`config.mk`:
```
export PLATFORM = sky130hd
export DESIGN_NAME = pwm_steer_chan
export DESIGN_NICKNAME = d
export VERILOG_FILES = /design/src/rtl/pwm_steer_pkg.sv /design/src/rtl/pwm_reg_bank.sv /design/src/rtl/pwm_cyc_counter.sv /design/src/rtl/pwm_duty_latch.sv /design/src/rtl/pwm_pin_steer.sv /design/src/rtl/pwm_steer_chan.sv
export SDC_FILE = /design/constraint.sdc
export NUM_CORES = 1
export LEC_CHECK = 0
export CAP_MARGIN = 15
export CORE_ASPECT_RATIO = 0.8
export CORE_MARGIN = 2
export CORE_UTILIZATION = 45
export DETAILED_ROUTE_END_ITERATION = 7
export DONT_BUFFER_PORTS = 1
export GPL_TIMING_DRIVEN = 0
export REMOVE_ABC_BUFFERS = 1
export SLEW_MARGIN = 20
export SYNTH_ARGS = -nofsm -noshare
export SYNTH_HDL_FRONTEND = slang
export SYNTH_SLANG_ARGS = --single-unit
```
`constraint.sdc`:
```
create_clock -name clk_i -period 2.1 [get_ports clk_i]
set_input_delay 0.525 -clock clk_i [delete_from_list [all_inputs] [get_ports clk_i]]
set_output_delay 0.525 -clock clk_i [all_outputs]
set_load 0.005 [all_outputs]
```
`src/rtl/pwm_steer_pkg.sv`:
```
package pwm_steer_pkg;

    localparam int WORD_W  = 16;
    localparam int SEL_POS = 12;
    localparam int N_PINS  = 2;

    typedef enum logic [1:0] {
        ADDR_STAGE = 2'd0,
        ADDR_CYCLE = 2'd1,
        ADDR_POL   = 2'd2
    } reg_addr_e;

    typedef enum logic {
        PIN_A = 1'b0,
        PIN_B = 1'b1
    } pin_sel_e;

    // Drive level of a pin from its logical activity and polarity bit
    function automatic logic pin_level(input logic active, input logic invert);
        return active ^ invert;
    endfunction

endpackage

```
`src/rtl/pwm_reg_bank.sv`:
```
module pwm_reg_bank
    import pwm_steer_pkg::*;
#(
    parameter int CNT_W = 10
) (
    input  logic                        clk_i,
    input  logic                        rst_i,
    input  logic                        wr_en_i,
    input  logic [1:0]                  wr_addr_i,
    input  logic [WORD_W-1:0]           wr_data_i,
    output logic [CNT_W-1:0]            stage_duty_o,
    output pin_sel_e                    stage_sel_o,
    output logic [CNT_W-1:0]            cycle_o,
    output logic [N_PINS-1:0]           pol_o
);

    logic [CNT_W-1:0]  duty_q;
    pin_sel_e          sel_q;
    logic [CNT_W-1:0]  cycle_q;
    logic [N_PINS-1:0] pol_q;

    always_ff @(posedge clk_i) begin
        if (rst_i) begin
            duty_q  <= '0;
            sel_q   <= PIN_A;
            cycle_q <= '0;
            pol_q   <= '0;
        end else if (wr_en_i) begin
            unique case (reg_addr_e'(wr_addr_i))
                ADDR_STAGE: begin
                    duty_q <= wr_data_i[CNT_W-1:0];
                    sel_q  <= pin_sel_e'(wr_data_i[SEL_POS]);
                end
                ADDR_CYCLE: cycle_q <= wr_data_i[CNT_W-1:0];
                ADDR_POL:   pol_q   <= wr_data_i[N_PINS-1:0];
                default: ;
            endcase
        end
    end

    // Bits that no register keeps
    logic unused_bits;
    assign unused_bits = ^{wr_data_i[WORD_W-1:SEL_POS+1], wr_data_i[SEL_POS-1:CNT_W]};

    assign stage_duty_o = duty_q;
    assign stage_sel_o  = sel_q;
    assign cycle_o      = cycle_q;
    assign pol_o        = pol_q;

endmodule

```
`src/rtl/pwm_cyc_counter.sv`:
```
module pwm_cyc_counter #(
    parameter int CNT_W = 10
) (
    input  logic             clk_i,
    input  logic             rst_i,
    input  logic             run_en_i,
    input  logic [CNT_W-1:0] cycle_i,
    output logic [CNT_W-1:0] cnt_o,
    output logic             cyc_hit_o
);

    localparam logic [CNT_W-1:0] ONE = {{(CNT_W-1){1'b0}}, 1'b1};

    logic [CNT_W-1:0] cnt_q;
    logic             hit;

    assign hit = run_en_i && (cnt_q == cycle_i);

    always_ff @(posedge clk_i) begin
        if (rst_i) begin
            cnt_q <= '0;
        end else if (hit) begin
            cnt_q <= '0;
        end else if (run_en_i) begin
            cnt_q <= cnt_q + ONE;
        end
    end

    assign cnt_o     = cnt_q;
    assign cyc_hit_o = hit;

    p_hold_idle_r2: assert property (@(posedge clk_i) disable iff (rst_i)
        !run_en_i |=> $stable(cnt_q));

    p_step_r2: assert property (@(posedge clk_i) disable iff (rst_i)
        (run_en_i && cnt_q != cycle_i) |=> (cnt_q == $past(cnt_q) + ONE));

    p_wrap_r3: assert property (@(posedge clk_i) disable iff (rst_i)
        (run_en_i && cnt_q == cycle_i) |=> (cnt_q == '0));

endmodule

```
`src/rtl/pwm_duty_latch.sv`:
```
module pwm_duty_latch
    import pwm_steer_pkg::*;
#(
    parameter int CNT_W = 10
) (
    input  logic             clk_i,
    input  logic             rst_i,
    input  logic             load_i,
    input  logic [CNT_W-1:0] stage_duty_i,
    input  pin_sel_e         stage_sel_i,
    output logic [CNT_W-1:0] duty_o,
    output pin_sel_e         sel_o
);

    typedef struct packed {
        pin_sel_e         sel;
        logic [CNT_W-1:0] duty;
    } work_t;

    work_t work_q;

    always_ff @(posedge clk_i) begin
        if (rst_i) begin
            work_q <= '0;
        end else if (load_i) begin
            work_q.duty <= stage_duty_i;
            work_q.sel  <= stage_sel_i;
        end
    end

    assign duty_o = work_q.duty;
    assign sel_o  = work_q.sel;

    p_quiet_between_r4: assert property (@(posedge clk_i) disable iff (rst_i)
        !load_i |=> ($stable(work_q.duty) && $stable(work_q.sel)));

    p_take_stage_r4: assert property (@(posedge clk_i) disable iff (rst_i)
        load_i |=> (work_q.duty == $past(stage_duty_i) && work_q.sel == $past(stage_sel_i)));

endmodule

```
`src/rtl/pwm_pin_steer.sv`:
```
module pwm_pin_steer
    import pwm_steer_pkg::*;
#(
    parameter int CNT_W = 10
) (
    input  logic              clk_i,
    input  logic              rst_i,
    input  logic [CNT_W-1:0]  cnt_i,
    input  logic [CNT_W-1:0]  duty_i,
    input  pin_sel_e          sel_i,
    input  logic [N_PINS-1:0] pol_i,
    output logic [N_PINS-1:0] pins_o
);

    logic wave;

    // Active from count 0 until the counter reaches the duty value
    assign wave = (cnt_i < duty_i);

    for (genvar p = 0; p < N_PINS; p++) begin : g_pin
        assign pins_o[p] = (sel_i == pin_sel_e'(p)) ? pin_level(wave, pol_i[p])
                                                    : pin_level(1'b0, pol_i[p]);
    end

    p_idle_b_r8: assert property (@(posedge clk_i) disable iff (rst_i)
        (sel_i == PIN_A) |-> (pins_o[1] == pol_i[1]));

    p_idle_a_r8: assert property (@(posedge clk_i) disable iff (rst_i)
        (sel_i == PIN_B) |-> (pins_o[0] == pol_i[0]));

    p_zero_duty_r6: assert property (@(posedge clk_i) disable iff (rst_i)
        (duty_i == '0) |-> (pins_o == pol_i));

endmodule

```
`src/rtl/pwm_steer_chan.sv`:
```
module pwm_steer_chan
    import pwm_steer_pkg::*;
#(
    parameter int CNT_W = 10
) (
    input  logic              clk_i,
    input  logic              rst_i,
    input  logic              run_en_i,
    input  logic              wr_en_i,
    input  logic [1:0]        wr_addr_i,
    input  logic [WORD_W-1:0] wr_data_i,
    output logic              pin_a_o,
    output logic              pin_b_o
);

    logic [CNT_W-1:0]  stage_duty;
    pin_sel_e          stage_sel;
    logic [CNT_W-1:0]  cycle;
    logic [N_PINS-1:0] pol;
    logic [CNT_W-1:0]  cnt;
    logic              cyc_hit;
    logic [CNT_W-1:0]  duty_act;
    pin_sel_e          sel_act;
    logic [N_PINS-1:0] pins;

    pwm_reg_bank #(.CNT_W(CNT_W)) u_regs (
        .clk_i        (clk_i),
        .rst_i        (rst_i),
        .wr_en_i      (wr_en_i),
        .wr_addr_i    (wr_addr_i),
        .wr_data_i    (wr_data_i),
        .stage_duty_o (stage_duty),
        .stage_sel_o  (stage_sel),
        .cycle_o      (cycle),
        .pol_o        (pol)
    );

    pwm_cyc_counter #(.CNT_W(CNT_W)) u_cnt (
        .clk_i     (clk_i),
        .rst_i     (rst_i),
        .run_en_i  (run_en_i),
        .cycle_i   (cycle),
        .cnt_o     (cnt),
        .cyc_hit_o (cyc_hit)
    );

    pwm_duty_latch #(.CNT_W(CNT_W)) u_latch (
        .clk_i        (clk_i),
        .rst_i        (rst_i),
        .load_i       (cyc_hit),
        .stage_duty_i (stage_duty),
        .stage_sel_i  (stage_sel),
        .duty_o       (duty_act),
        .sel_o        (sel_act)
    );

    pwm_pin_steer #(.CNT_W(CNT_W)) u_steer (
        .clk_i  (clk_i),
        .rst_i  (rst_i),
        .cnt_i  (cnt),
        .duty_i (duty_act),
        .sel_i  (sel_act),
        .pol_i  (pol),
        .pins_o (pins)
    );

    assign pin_a_o = pins[0];
    assign pin_b_o = pins[1];

    // Both pins rest low after reset until software programs the channel
    p_reset_low_r1: assert property (@(posedge clk_i)
        $past(rst_i) |-> (!pin_a_o && !pin_b_o));

endmodule

```
==> run summary <==
Design Area, Final: 2260 µm²
Top post-synthesis cells by count: nor2_1 (49), dfxtp_1 (44), mux2i_1 (35)
Pwr dens: 705 nW/µm²
Tmin final: 2330 ps
Largest net degree at the start of global routing: 36
Worst-Margin Slew: 769 ps
WL/cell: 14.7 µm
Initial antenna violation count: 0
Number of flops mapped to enable cells by yosys: 0
Critical-path maximum fanout: 4
Gpl congestion: 0.869
Worst path slowest cell: dfxtp_4
Sequential share of the synthesized area: 44.1%
Largest stage delay, worst path: 380 ps
First-pass GRT wire length: 6630 µm
Hold Slack: 291 ps
Count leader, synth: nor2_1
#FFs+latches synth: 44
Max_slew headroom: 48.6%
Async SR Flop Fraction: 0%
Ports: 24
Sum of negative setup slack: -454 ps
Starting Density: 47.3%
DR DRC count: 0
Largest cells by area after synthesis: dfxtp_1 (44%), mux2i_1 (18%), nor2_1 (9.2%)
# nets final: 247
Data arrival, critical path: 1810 ps
Die area: 5000 µm²
Avg Inst Size Synth: 9.52 µm²
Placed cell area: 2040 µm²
Max IR drop VDD: 0.416 mV
Final Worst Setup Slack: -230 ps
Crit path buf inv count: 0
CP Launch Type: flop
Fin util: 53.4%
Post-Syn Area: 2000 µm²
Max Cap Viol: 0
Diode count: 0
HP Class: input port to flop
Synth Instances: 210
PortBufs: 0
Core Rows: 21
# H-tree levels: 2
Via count: 1,417
DRT Pass-1 Iters: 4
Vias in the first global route: 1,381
Grt total ovfl: 0
DR iter-0 viols: 100
Vias per cell: 5.19
Fmax: 0.429 GHz
Status: finished, violations left
Longest Clk Path Bufs: 2
Core region area: 4230 µm²
Most used DFF post-synth: dfxtp_1
Clk pin slew, worst setup/hold paths: 80 ps
Kind of critical path: flop to primary output
Top Family by Delay on Critical Path: compound AO/OA/AOI/OAI gates
Yosys warning total: 0
Distinct cell type count after synthesis: 26
Fin crit share: 111%
Clock Latency Late Sink: 300 ps
Total track usage: 17.5%
Final Setup Violations: 2
Failing checks: negative setup slack
RSZ-0062 raised after global routing: yes
DPL Wire Length: 2790 µm
Total of fill cells in the finished design: 383
Synthesis-to-finish area growth: 13.0%
Skew final: 5.78 ps
Root buffer cell: clkbuf_8
Die X-Extent: 78.5 µm
Cell chain of the critical path: ha_4 -> a211oi_2 -> nor2_1 -> a311oi_2 -> nand3_1 -> xnor2_2
Cell taking the most area after synthesis: dfxtp_1
Leak: 0.000889 µW
CTS tree: yes
Final count of hold timing violations: 0
TritonCTS Sinks: 44
ANT nets after route: 0
Pins Over Slew Limit: 0
Critical Path End Type: primary output
Routed wire length: 4010 µm
Die H: 63.6 µm
CP Data Required Time: 1570 ps
Fraction of layout instances using a drive strength above 1: 17.1%
Hold-fix buffers, CTS: 0
TritonCTS buffer count: 5
Yosys top cell area share: 44.1%
kinds of logic after synthesis:
logic type / after synthesis / synth area share, %
muxes: 35 / 17.5
xor gates and xnor gates: 21 / 9.20
buffers and inverters: 18 / 4.13
and+or+nand+nor: 75 / 16.6
DFF: 44 / 44.1
adders and majority gates: 10 / 6.26
AOI/OAI and AO/OA: 7 / 2.19
what timing repair did:
item	in CTS	in global routing
gates resized for setup	19	4
setup endpoints to repair	5	2
pin swaps	7	4
setup buffers	5	1
sequential cells by signal, indices dropped and copies added, names as in the netlist:
signal	cells
u_cnt.cnt_o	10
u_latch.duty_o	10
u_regs.cycle_o	10
u_regs.stage_duty_o	10
u_regs.pol_o	2
u_latch.sel_o	1
u_regs.stage_sel_o	1
through the flow:
stage / worst slack, ps / total power [µW] / cells
after detailed placement: -98.0 / 1040 / 259
final: -230 / 1590 / 273
after CTS: -205 / 1600 / 272
after global routing: -322 / 1660 / 273
after floorplan: -88.1 / 1010 / 201
after global placement: -635 / 1030 / 258
power breakdown:
part | internal, µW | switching [µW] | total, µW
clock network | 263 | 282 | 544
logic | 91.7 | 84.2 | 176
registers | 854 | 19.4 | 873
total | 1210 | 385 | 1590
final timing paths:
| check | to | slack (ps) | depth (start not counted) | startpoint |
|---|---|---|---|---|
| worst max register to register | u_latch.duty_o[3] | 400 | 7 | u_cnt.cnt_o[1] |
| worst min-delay path | u_latch.duty_o[8] | 290 | 1 | rst_i |
| worst max-delay path | pin_b_o | -230 | 6 | u_cnt.cnt_o[7] |
| worst min register to register | u_latch.duty_o[9] | 490 | 2 | u_latch.duty_o[9] |
cell usage in the layout (no fill, tap or decap), types with 2 or more instances in the layout:
cell	instances
dfxtp_1	31
dfxtp_4	3
clkinv_2	2
xor2_1	5
nand2_1	8
clkbuf_8	6
buf_4	6
mux2i_1	35
dfxtp_2	10
xnor2_1	15
nand3b_1	3
nand4_1	6
ha_1	8
a21oi_1	2
ha_4	2
inv_1	8
nand3_1	3
nor2_1	49
layer usage:
layer  track usage (%)  vias to the layer above  part of all wire (%)
li1                  -                      707                     -
met2              28.5                       23                    48
met3              4.73                        7                   5.0
met1              21.4                      680                    45
met5                 0                        -                     0
met4              8.11                        0                   1.5
worst reg2reg max path, delay by kind of cell, from the launching register on:
family / cells / cell delay, ps
xor gates and xnor gates: 1 / 190
buffers and inverters: 2 / 340
muxes: 1 / 200
and+or+nand+nor: 3 / 520
DFF: 1 / 360
area by class of cell:
type / count / area, µm² / share of cell area, %
tap: 57 / 71.3 / 3.16
inverter: 9 / 33.8 / 1.50
clock inverter: 2 / 10.0 / 0.443
sequential: 44 / 905 / 40.1
clock buffer: 6 / 82.6 / 3.66
multi-input combinational: 148 / 1090 / 48.3
timing repair buffer: 7 / 65.1 / 2.88
(Power assumes the default switching activity.)
